`src/rtl/xbh_pkg.sv`:
```
package xbh_pkg;

  // Arbiter states. Master sequence: own -> float -> held -> return -> own.
  // Slave sequence: off -> on -> yield -> off.
  typedef enum logic [2:0] {
    ST_OWN      = 3'd0,
    ST_FLOAT    = 3'd1,
    ST_HELD     = 3'd2,
    ST_RETURN   = 3'd3,
    ST_SL_OFF   = 3'd4,
    ST_SL_ON    = 3'd5,
    ST_SL_YIELD = 3'd6
  } arb_state_e;

  // Bus is lent to the other master (master mode)
  function automatic logic lent_away(arb_state_e s);
    return (s == ST_FLOAT) || (s == ST_HELD);
  endfunction

endpackage

```
`src/rtl/xbh_rst_sync.sv`:
```
module xbh_rst_sync #(
  parameter int STAGES = 2
) (
  input  logic clk,
  input  logic rst_n,
  output logic rst_sync_n
);

  logic [STAGES-1:0] chain_q;

  generate
    if (STAGES == 1) begin : g_single
      always_ff @(posedge clk or negedge rst_n) begin
        if (!rst_n) chain_q <= '0;
        else        chain_q <= 1'b1;
      end
    end else begin : g_chain
      always_ff @(posedge clk or negedge rst_n) begin
        if (!rst_n) chain_q <= '0;
        else        chain_q <= {chain_q[STAGES-2:0], 1'b1};
      end
    end
  endgenerate

  assign rst_sync_n = chain_q[STAGES-1];

endmodule

```
`src/rtl/xbh_sync.sv`:
```
module xbh_sync #(
  parameter int              WIDTH   = 2,
  parameter int              STAGES  = 2,
  parameter logic [WIDTH-1:0] RST_VAL = '1
) (
  input  logic             clk,
  input  logic             rst_n,
  input  logic [WIDTH-1:0] async_i,
  output logic [WIDTH-1:0] sync_o
);

  logic [STAGES-1:0][WIDTH-1:0] stg_q;

  generate
    if (STAGES == 1) begin : g_one
      always_ff @(posedge clk or negedge rst_n) begin
        if (!rst_n) stg_q <= RST_VAL;
        else        stg_q <= async_i;
      end
    end else begin : g_many
      always_ff @(posedge clk or negedge rst_n) begin
        if (!rst_n) stg_q <= {STAGES{RST_VAL}};
        else        stg_q <= {stg_q[STAGES-2:0], async_i};
      end
    end
  endgenerate

  assign sync_o = stg_q[STAGES-1];

endmodule

```
`src/rtl/xbh_fsm.sv`:
```
module xbh_fsm
  import xbh_pkg::*;
(
  input  logic       clk,
  input  logic       rst_n,
  input  logic       slave_mode,
  input  logic       arb_en,
  input  logic       pin_claim,
  input  logic       hold_act,
  input  logic       grant_act,
  input  logic       core_ext_req,
  input  logic       cyc_busy,
  output arb_state_e state_q
);

  arb_state_e state_d;
  logic       yield_ok;

  // A hold is honoured only at a bus cycle boundary and only when enabled
  assign yield_ok = arb_en && hold_act && !cyc_busy;

  always_comb begin
    state_d = state_q;
    unique case (state_q)
      ST_OWN: begin
        if (slave_mode)    state_d = ST_SL_OFF;
        else if (yield_ok) state_d = ST_FLOAT;
      end
      ST_FLOAT:  state_d = ST_HELD;
      ST_HELD: begin
        // enable is not consulted: a granted hold runs to its end
        if (!hold_act) state_d = ST_RETURN;
      end
      ST_RETURN: state_d = ST_OWN;
      ST_SL_OFF: begin
        if (!slave_mode)                                   state_d = ST_OWN;
        else if (pin_claim && core_ext_req && grant_act)   state_d = ST_SL_ON;
      end
      ST_SL_ON: begin
        if (yield_ok)        state_d = ST_SL_YIELD;
        else if (!grant_act) state_d = ST_SL_OFF;
      end
      ST_SL_YIELD: begin
        if (!grant_act) state_d = ST_SL_OFF;
      end
      default: state_d = ST_OWN;
    endcase
  end

  always_ff @(posedge clk or negedge rst_n) begin
    if (!rst_n) state_q <= ST_OWN;
    else        state_q <= state_d;
  end

endmodule

```
`src/rtl/xbh_pinout.sv`:
```
module xbh_pinout
  import xbh_pkg::*;
(
  input  arb_state_e state_q,
  input  logic       slave_mode,
  input  logic       pin_claim,
  input  logic       grant_act,
  input  logic       core_ext_req,
  output logic       ack_out_n,
  output logic       ack_drive,
  output logic       breq_n,
  output logic       bus_oe,
  output logic       cs_release,
  output logic       core_stall
);

  logic drive, ack, req;

  always_comb begin
    if (slave_mode) begin
      drive = (state_q == ST_SL_ON) && grant_act;
      ack   = 1'b0;
      req   = ((state_q == ST_SL_OFF) && core_ext_req) || (state_q == ST_SL_ON);
    end else begin
      drive = (state_q == ST_OWN);
      ack   = (state_q == ST_HELD);
      req   = lent_away(state_q) && core_ext_req;
    end
  end

  assign bus_oe     = drive;
  assign cs_release = !drive;
  assign core_stall = core_ext_req && !drive;
  assign ack_out_n  = !(pin_claim && ack);
  assign breq_n     = !(pin_claim && req);
  assign ack_drive  = pin_claim && !slave_mode;

endmodule

```
`src/rtl/xbus_hold_arb.sv`:
```
module xbus_hold_arb
  import xbh_pkg::*;
#(
  parameter int SYNC_STAGES = 2,
  parameter int RST_STAGES  = 2
) (
  input  logic clk,
  input  logic rst_n,
  input  logic hold_req_n,
  input  logic ack_in_n,
  input  logic arb_en,
  input  logic slave_mode,
  input  logic core_ext_req,
  input  logic cyc_busy,
  output logic ack_out_n,
  output logic ack_drive,
  output logic breq_n,
  output logic bus_oe,
  output logic cs_release,
  output logic pin_claim,
  output logic core_stall
);

  localparam int PinW = 2;

  logic            rst_core_n;
  logic [PinW-1:0] pin_raw, pin_s;
  logic            hold_act, grant_act;
  logic            claim_q;
  arb_state_e      state_q;

  xbh_rst_sync #(.STAGES(RST_STAGES)) u_rst (
    .clk        (clk),
    .rst_n      (rst_n),
    .rst_sync_n (rst_core_n)
  );

  assign pin_raw = {ack_in_n, hold_req_n};

  xbh_sync #(.WIDTH(PinW), .STAGES(SYNC_STAGES), .RST_VAL({PinW{1'b1}})) u_sync (
    .clk     (clk),
    .rst_n   (rst_core_n),
    .async_i (pin_raw),
    .sync_o  (pin_s)
  );

  assign hold_act  = !pin_s[0];
  assign grant_act = !pin_s[1];

  // Sticky pin dedication, enabled by the arbitration enable
  always_ff @(posedge clk or negedge rst_core_n) begin
    if (!rst_core_n)  claim_q <= 1'b0;
    else if (arb_en)  claim_q <= 1'b1;
  end

  assign pin_claim = claim_q;

  xbh_fsm u_fsm (
    .clk          (clk),
    .rst_n        (rst_core_n),
    .slave_mode   (slave_mode),
    .arb_en       (arb_en),
    .pin_claim    (claim_q),
    .hold_act     (hold_act),
    .grant_act    (grant_act),
    .core_ext_req (core_ext_req),
    .cyc_busy     (cyc_busy),
    .state_q      (state_q)
  );

  xbh_pinout u_pins (
    .state_q      (state_q),
    .slave_mode   (slave_mode),
    .pin_claim    (claim_q),
    .grant_act    (grant_act),
    .core_ext_req (core_ext_req),
    .ack_out_n    (ack_out_n),
    .ack_drive    (ack_drive),
    .breq_n       (breq_n),
    .bus_oe       (bus_oe),
    .cs_release   (cs_release),
    .core_stall   (core_stall)
  );

endmodule

```
`config.mk`:
```
export PLATFORM = sky130hd
export DESIGN_NAME = xbus_hold_arb
export DESIGN_NICKNAME = d
export VERILOG_FILES = /design/src/rtl/xbh_pkg.sv /design/src/rtl/xbh_rst_sync.sv /design/src/rtl/xbh_sync.sv /design/src/rtl/xbh_fsm.sv /design/src/rtl/xbh_pinout.sv /design/src/rtl/xbus_hold_arb.sv
export SDC_FILE = /design/constraint.sdc
export NUM_CORES = 1
export LEC_CHECK = 0
export ABC_AREA = 1
export BUFFER_PORTS_ARGS = -buffer_cell sky130_fd_sc_hd__buf_2
export CAP_MARGIN = 20
export CORE_AREA = 5 5 42 44
export CTS_CLUSTER_SIZE = 24
export DETAILED_ROUTE_END_ITERATION = 8
export DIE_AREA = 0 0 47 49
export PLACE_DENSITY = 0.65
export SLEW_MARGIN = 5
export SYNTH_ARGS = -nofsm -noshare
export SYNTH_HDL_FRONTEND = slang
export SYNTH_SLANG_ARGS = --single-unit
```
`constraint.sdc`:
```
create_clock -name clk -period 1.25 [get_ports clk]
set_clock_uncertainty 0.2 [all_clocks]
set_input_delay 0.1875 -clock clk [delete_from_list [all_inputs] [get_ports clk]]
set_output_delay 0.1875 -clock clk [all_outputs]
set_load 0.03 [all_outputs]
```
==> results of run 1 <==
-- final timing paths --
check,to,depth (start not counted)
max reg2reg,u_fsm.state_q[0]$_DFFE_PN0P_,8
max in group asynchronous,pin_claim$_DFFE_PN0P_,1
min reg2reg,u_sync.stg_q[1]$_DFF_PN1_,0
min in group clk,u_sync.sync_o[0]$_DFF_PN1_,0
max,core_stall,5
min,u_rst.chain_q[0]$_DFF_PN0_,2
-- layout make-up --
cell class                 count  area [um^2]  area share (%)
multi-input combinational     39          259            27.0
clock buffer                   4         26.3            2.73
tap                           16         20.0            2.08
timing repair buffer          40          348            36.2
sequential                    10          260            27.1
inverter                      12         47.5            4.95
-- sequential cells by signal, indices dropped and copies added, names as in the netlist --
register,flops
u_rst.chain_q,2
pin_claim,1
u_fsm.state_q,3
u_sync.sync_o,2
u_sync.stg_q,2
-- synthesized netlist by cell type, drive strengths merged --
cell type	instances	share of area (%)
conb	1	0.75
or2	1	1.3
inv	12	9.1
nand4	1	1.3
dfstp	4	21
buf	1	2.3
nand3	11	12
nor2	13	11
o21ai	3	3.8
nand2	9	6.8
dfrtp	6	30
-- report_power, final --
group | internal (mW) | leakage, nW | switching (mW)
clock network | 0.122 | 0.0150 | 0.0929
registers | 0.392 | 0.108 | 0.0839
logic | 0.555 | 0.359 | 0.524
total | 1.07 | 0.482 | 0.701
-- metal layers --
layer | vias to the layer above | routed length, um | GRT usage, % | part of all wire, %
met3 | 0 | 69 | 1.85 | 5.3
met2 | 13 | 725 | 21.7 | 56
li1 | 276 | - | - | -
met4 | 0 | 0 | 8.29 | 0
met5 | - | 0 | 0 | 0
met1 | 226 | 495 | 15.3 | 38
-- critical path, delay by kind of cell, from the launching register on --
family	cells	cell delay (ps)
flops	1	440
simple gates	2	170
buf+inv	2	220
compound gates	1	190
-- timing repair --
action,in CTS,in global routing
endpoints found under the setup margin,9,10
pin swaps,7,3
hold buffers,5,0
resized for setup,24,11
hold endpoints to repair,9,0
setup buffers,5,5
-- cell usage in the layout, fill, tap and decap left out, types with 2 or more instances in the layout --
cell,Yosys,final
buf_4,0,18
nand2_1,9,8
buf_6,1,8
nor2_1,12,7
buf_2,0,7
inv_1,10,6
nand3_1,10,6
inv_2,2,5
nor2_2,0,4
dlygate4sd3_1,0,4
dfrtp_2,0,4
dfstp_2,4,4
nand3_4,0,3
clkbuf_4,0,3
nor2_4,1,2
nand3_2,1,2
dfrtp_1,6,2
-- stage by stage --
step | setup WS [ps] | utilization (%) | hold slack (ps)
floorplan | -196 | - | -308
global placement | -193 | 49.2 | -228
detailed placement | -236 | 49.2 | -225
CTS | -463 | 63.1 | 22.8
global route | -474 | 68.6 | 65.7
finish | -411 | 68.6 | 50.0
-- kinds of logic after synthesis --
kind of cell           Yosys count  share of synthesized area [%]
AOI/OAI and AO/OA                3                           3.78
buffers and inverters           13                           11.3
DFF                             10                           51.4
other                            1                          0.755
and+or+nand+nor                 35                           32.7
==> run summary, run 1 <==
outcome: complete, but fails checks
failing checks: negative setup slack
grt ovf: 0
Avg Cell Area, Syn: 8.01 um^2
dpl cells: 102
wire per inst: 10.7 um
leakage dissipation: 0.482 nW
Residual DRC: 0
largest net degree at the start of global routing: 7
fillers: 120
Final Non-Filler Cells: 121
min Tclk post-route: 1660 ps
Final Net Count: 114
max-cap violations: 0
die width: 47 um
final setup margin: -411 ps
cell area after placement: 689 um^2
Max Slew Vio Count: 0
CTS sink cnt: 10
CTS Root Cell: clkbuf_4
first-pass GRT wire length: 2.24 mm
TritonCTS Buffers: 3
synthesized net count: 70
Vias/cell: 4.26
I/O pin count: 15
gr usage total: 13.3%
clk_lat worst skew: 260 ps
Final ANT Viol Nets: 0
Rows: 14
Pre-Repair DR Iteration Count: 3
Cells after Synth: 62
synthesis-to-layout area growth: 93.5%
DR iter-0 viols: 3
critical path capture point type: output pin
crit-path cells: inv_2 > nand3_4 > o21ai_4 > nor2_2 > buf_6
core area: 0.00140 mm^2
fraction of layout cells with a size suffix above 1: 63.8%
Peak VDD IR: 1.14 mV
final hold vios: 0
slowest stage cell on the critical path: dfrtp_2
Worst path max stage delay: 440 ps
Max H-tree Level: 1
Final HPWL DP: 870 um
RSZ-0062 raised after global routing: yes
clock buffer depth: 2
origin of the critical flop-to-flop path: u_fsm.state_q[1]$_DFFE_PN0P_
PD cells: 1840 mW/mm^2
Final Cell Area: 961 um^2
Final GP Congestion: 0.780
CTS clk-pin slew, worst paths: 60 ps
#FFs+latches synth: 10
die area: 0.00230 mm^2
Via Count: 515
Achievable Freq: 602 MHz
vias in the first global route: 558
WP data required: 860 ps
synth warn: 0
CTS tree: yes
Tot Pwr: 1.77 mW
final setup TNS: -2550 ps
sequential fraction of the synthesis area: 51.4%
crit path DAT: 1270 ps
CP startpoint: u_fsm.state_q[1]$_DFFE_PN0P_
# port buffers: 14
n_diodes: 0
antenna violations before repair: 0
Yosys cell types: 16
total wire length: 1.29 mm
crit path launch type: flop
Die Y-Extent: 49 um
fin crit share: 133%
Worst Hold Class: in -> async
Mapped Area: 497 um^2
CP Class: reg -> out
Initial Util: 35.4%
setup slack, reg-to-reg: -240 ps
maximum fanout along the worst path: 4
Final Setup Violations: 9
No activity file was read; power rests on OpenSTA's default activity.
==> run 2: changes to the inputs <==
CTS_CLUSTER_SIZE = 8   (was 24)
SETUP_SLACK_MARGIN = 0.5   (was default)
==> run 2 against run 1 <==
The run ends with negative hold slack, negative setup slack left. Sequential share of layout area is 2.0 points higher. Worst setup slack got worse by 17 ps. Cell count decreased by 7.4%. Total power down 1.1%. Global-route usage fell by 2.3 points. Via count decreased by 3.5%. Utilization shrank 4.6 points. Non-clock buffer count decreased by 9. Critical endpoint is now breq_n. Highest routed layer is now met4.
==> run summary, run 2 (same netlist as run 1, synthesis figures left out) <==
total wire length: 1.20 mm
RSZ-0062 raised after global routing: yes
Vias/cell: 4.44
Largest register FFs: 3
antenna violations before repair: 0
origin of the critical flop-to-flop path: u_fsm.state_q[1]$_DFFE_PN0P_
Peak VDD IR: 1.09 mV
Final HPWL DP: 874 um
critical path capture point type: output pin
DR iter-0 viols: 2
core area: 0.00140 mm^2
final setup margin: -429 ps
CP Class: reg -> out
clock buffer depth: 2
fin crit share: 134%
CTS clk-pin slew, worst paths: 60 ps
die width: 47 um
Pre-Repair DR Iteration Count: 2
Residual DRC: 0
synthesis-to-layout area growth: 80.4%
gr usage total: 10.9%
Hold Slack: -160 ps
fillers: 121
final setup TNS: -2640 ps
Worst Hold Path Cells: 1
Initial Util: 35.4%
outcome: complete, but fails checks
# port buffers: 14
setup slack, reg-to-reg: -180 ps
grt ovf: 0
Worst Hold Class: in -> reg
maximum fanout along the worst path: 4
Rows: 14
wire per inst: 10.7 um
Worst path max stage delay: 450 ps
Critical Path End: breq_n
n_diodes: 0
worst slack, placed: -224 ps
largest net degree at the start of global routing: 9
WP data required: 860 ps
CTS sink cnt: 10
CTS tree: yes
vias in the first global route: 479
die area: 0.00230 mm^2
failing checks: negative hold slack, negative setup slack
leakage dissipation: 0.439 nW
Final Setup Violations: 10
Tot Pwr: 1.75 mW
final hold vios: 7
crit path launch type: flop
PD cells: 1960 mW/mm^2
Achievable Freq: 596 MHz
CP startpoint: u_fsm.state_q[0]$_DFFE_PN0P_
Final ANT Viol Nets: 0
fraction of layout cells with a size suffix above 1: 68.8%
worst-case reg-to-reg path depth: 7
crit path DAT: 1290 ps
hold buffer count at cts: 1
Max Slew Vio Count: 0
Final Cell Area: 896 um^2
Final GP Congestion: 0.753
Via Count: 497
cell area after placement: 694 um^2
most common cell after layout, fill and taps aside: buf_4
most frequent cells in the layout: 11 x buf_4, 10 x buf_6, 7 x nand2_1, 7 x nor2_1, 7 x buf_2
first-pass GRT wire length: 1.87 mm
I/O pin count: 15
Max H-tree Level: 1
max-cap violations: 0
TritonCTS Buffers: 3
Largest Register: u_fsm.state_q
Die Y-Extent: 49 um
RR Endpoint: u_fsm.state_q[0]$_DFFE_PN0P_
crit-path cells: nor2_4 > nand3_1 > nand3_2 > nand3_4 > buf_6
Final Net Count: 105
CTS Root Cell: clkbuf_4
min Tclk post-route: 1680 ps
slowest stage cell on the critical path: dfrtp_2
clk_lat worst skew: 250 ps
## run 2: report_power, final
| part | leakage, nW | internal [mW] | total [mW] | switching (mW) |
|---|---|---|---|---|
| Combinational | 0.316 | 0.534 | 1.05 | 0.516 |
| Sequential | 0.108 | 0.392 | 0.487 | 0.0951 |
| Clock | 0.0150 | 0.122 | 0.215 | 0.0925 |
## run 2: cell type report
cell class	instances	area (um^2)	area share [%]
clock buffers	4	26.3	2.93
inverters	12	47.5	5.31
multi-input cells	39	267	29.7
flip-flops and latches	10	260	29.1
well taps	16	20.0	2.23
repair buffers	31	275	30.7
## run 2: how the worst min path moves through the flow
stage / start / endpoint / slack [ps]
final: ack_in_n / u_sync.stg_q[1]$_DFF_PN1_ / -160
after global routing: ack_in_n / u_sync.stg_q[1]$_DFF_PN1_ / -170
after global placement: rst_n / u_rst.chain_q[1]$_DFF_PN0_ / -230
after detailed placement: rst_n / u_rst.chain_q[1]$_DFF_PN0_ / -230
after CTS: hold_req_n / u_sync.stg_q[0]$_DFF_PN1_ / -170
after floorplan: rst_n / u_rst.chain_q[0]$_DFF_PN0_ / -310
## run 2: metrics by stage
stage,instances,utilization (%),hold WS [ps]
2_1_floorplan,62,-,-308
3_3_place_gp,102,49.6,-228
3_5_place_dp,102,49.6,-226
4_1_cts,111,57.6,-172
5_1_grt,112,63.9,-167
6_report,112,63.9,-160
## run 2: critical path: cells and delay by family (launching register included)
family / cells / cell delay, ps
buf+inv: 1 / 130
flops: 1 / 450
simple gates: 4 / 440
## run 2: what timing repair did
item | in CTS | in global routing
endpoints found under the hold margin | 9 | 7
pin swaps | 5 | 4
setup endpoints to repair | 13 | 13
resized for setup | 13 | 26
setup buffers | 4 | 1
## run 2: layer usage
metal | share of wire, % | vias up | track usage [%]
met5 | 0 | - | 0
met3 | 5.9 | 2 | 1.11
met4 | 0.67 | 0 | 5.53
li1 | - | 258 | -
met2 | 54 | 11 | 17.9
met1 | 40 | 226 | 13.5
==> run 3: changes to the inputs <==
ABC_AREA = 0   (was 1)
CTS_BUF_LIST = sky130_fd_sc_hd__clkbuf_2   (was default)
PLACE_DENSITY = 0.66   (was 0.65)
SYNTH_HIERARCHICAL = 1   (was default)
==> run 3 against run 2 <==
The flow still finishes with violations (negative hold slack, negative setup slack). Worst setup slack lost 160 ps. Clock power down 14%. Critical path depth is 1 lower. Sequential share of layout area is 1.5 points higher. Design area down 5.9%. Combinational power shrank 19%. Wire length fell by 7.1%. Cell count shrank 13%. Register-to-register slack worse by 90 ps. Critical endpoint is now core_stall.
==> run summary, run 3 <==
die width: 47 um
max-cap violations: 0
Synth Flop Type: dfrtp_1
Max Slew Vio Count: 0
CTS tree: yes
vias in the first global route: 454
die area: 0.00230 mm^2
worst-case reg-to-reg path depth: 4
Avg Cell Area, Syn: 10.3 um^2
RR Endpoint: u_fsm/state_q[0]$_DFFE_PN0P_
Final Non-Filler Cells: 97
synthesized net count: 57
crit path launch type: flop
Post-synth EDFFs: 0
final setup margin: -591 ps
Initial Util: 35.9%
most frequent cell after synthesis: dfrtp_1
Hold Slack: -156 ps
gr usage total: 11.0%
Via Count: 464
most common cell after layout, fill and taps aside: buf_4
failing checks: negative hold slack, negative setup slack
clk_lat worst skew: 240 ps
Post-synth top cells: 6 x dfrtp_1, 5 x inv_1, 4 x dfstp_2
antenna violations before repair: 0
fin crit share: 147%
hold endpoint: u_sync/stg_q[0]$_DFF_PN1_
total wire length: 1.11 mm
setup slack, reg-to-reg: -270 ps
Vias/cell: 4.78
largest area contributor in the synthesized netlist: dfrtp_1
Cells after Synth: 49
DR iter-0 viols: 2
CTS Root Cell: clkbuf_2
grt ovf: 0
Die Y-Extent: 49 um
Synth top area share: 29.9%
Final HPWL DP: 845 um
Pre-Repair DR Iteration Count: 2
maximum fanout along the worst path: 3
Final Net Count: 90
clock buffer depth: 2
Final GP Congestion: 0.681
Mapped Area: 503 um^2
Peak VDD IR: 0.850 mV
sequential fraction of the synthesis area: 50.7%
CP Class: reg -> out
Largest register FFs: 3
worst slack, placed: -388 ps
Final ANT Viol Nets: 0
Tot Pwr: 1.45 mW
crit path DAT: 1450 ps
largest net degree at the start of global routing: 12
Residual DRC: 0
Rows: 14
Yosys cell types: 28
Achievable Freq: 543 MHz
RSZ-0062 raised after global routing: yes
leakage dissipation: 0.386 nW
origin of the critical flop-to-flop path: u_sync/sync_o[0]$_DFF_PN1_
Hold Crit Start: hold_req_n
Max H-tree Level: 1
most frequent cells in the layout: 12 x buf_4, 11 x buf_6, 7 x buf_2
synth warn: 6
CTS sink cnt: 10
fraction of layout cells with a size suffix above 1: 66.7%
core area: 0.00140 mm^2
n_diodes: 0
CTS clk-pin slew, worst paths: 100 ps
Async S/R FF share, synth: 100%
WP data required: 860 ps
Worst Hold Class: in -> reg
outcome: complete, but fails checks
largest cells by area after synthesis: dfrtp_1 30%, dfstp_2 21%, inv_1 3.7%
Worst Hold Path Cells: 1
Final Setup Violations: 9
CP startpoint: u_fsm/state_q[0]$_DFFE_PN0P_
synthesis-to-layout area growth: 67.7%
Largest Register: u_fsm/state_q
#FFs+latches synth: 10
TritonCTS Buffers: 3
min Tclk post-route: 1840 ps
I/O pin count: 15
first-pass GRT wire length: 1.84 mm
# port buffers: 14
critical path capture point type: output pin
PD cells: 1720 mW/mm^2
hold buffer count at cts: 1
dpl cells: 90
wire per inst: 11.4 um
final hold vios: 7
## run 3: cell families after synthesis
logic type / share of synthesized area [%]
compound gates: 15.4
flops: 50.7
other cells: 0.746
simple gates: 22.1
mux: 1.99
buf+inv: 8.95
## run 3: how the worst max path moves through the flow
| stage | depth (start not counted) | endpoint |
|---|---|---|
| after CTS | 3 | bus_oe |
| after global placement | 4 | breq_n |
| after detailed placement | 4 | breq_n |
| final | 4 | core_stall |
| after global routing | 4 | core_stall |
| after floorplan | 3 | core_stall |
## run 3: final cells by class
cell class | instances | area (um^2)
fill | 124 | 558
inverter | 5 | 23.8
sequential | 10 | 258
multi-input combinational | 31 | 263
clock buffer | 4 | 20.0
timing repair buffer | 31 | 259
tap | 16 | 20.0
## run 3: per-stage QoR
step                      setup TNS [ps]  hold WS (ps)  utilization, %  instance area [um^2]
after floorplan                    -1980          -308               -                   549
after global placement             -2010          -228            51.0                   714
after detailed placement           -2120          -226            51.0                   714
after CTS                          -3600          -180            59.3                   831
after global routing               -4080          -196            60.2                   843
final                              -3420          -156            60.2                   843
## run 3: what timing repair did
| action | 4_1_cts | 5_1_grt |
|---|---|---|
| endpoints found under the setup margin | 13 | 13 |
| buffers inserted | 2 | 0 |
| pin swaps | 1 | 3 |
| resized for setup | 21 | 4 |
| endpoints found under the hold margin | 9 | 7 |
## run 3: critical path, cell delays in order (launching register included)
cell and delay [ps]:
dfrtp_1 390, or3_4 400, a21oi_4 230, nor2b_4 60
buf_6 140
## run 3: where the power goes
part	switching, mW	internal, mW	total, mW	leakage [nW]
Clock	0.0986	0.0850	0.184	0.0166
Combinational	0.436	0.413	0.849	0.259
Sequential	0.0361	0.382	0.418	0.111
## run 3: metal layers
layer	global-route usage, %	share of wire [%]	vias up	wire length, um
li1	-	-	235	-
met1	11.4	42	217	468
met2	19.7	53	10	583
met3	2.21	4.7	2	52
met4	5.53	0.54	0	6
met5	0	0	-	0
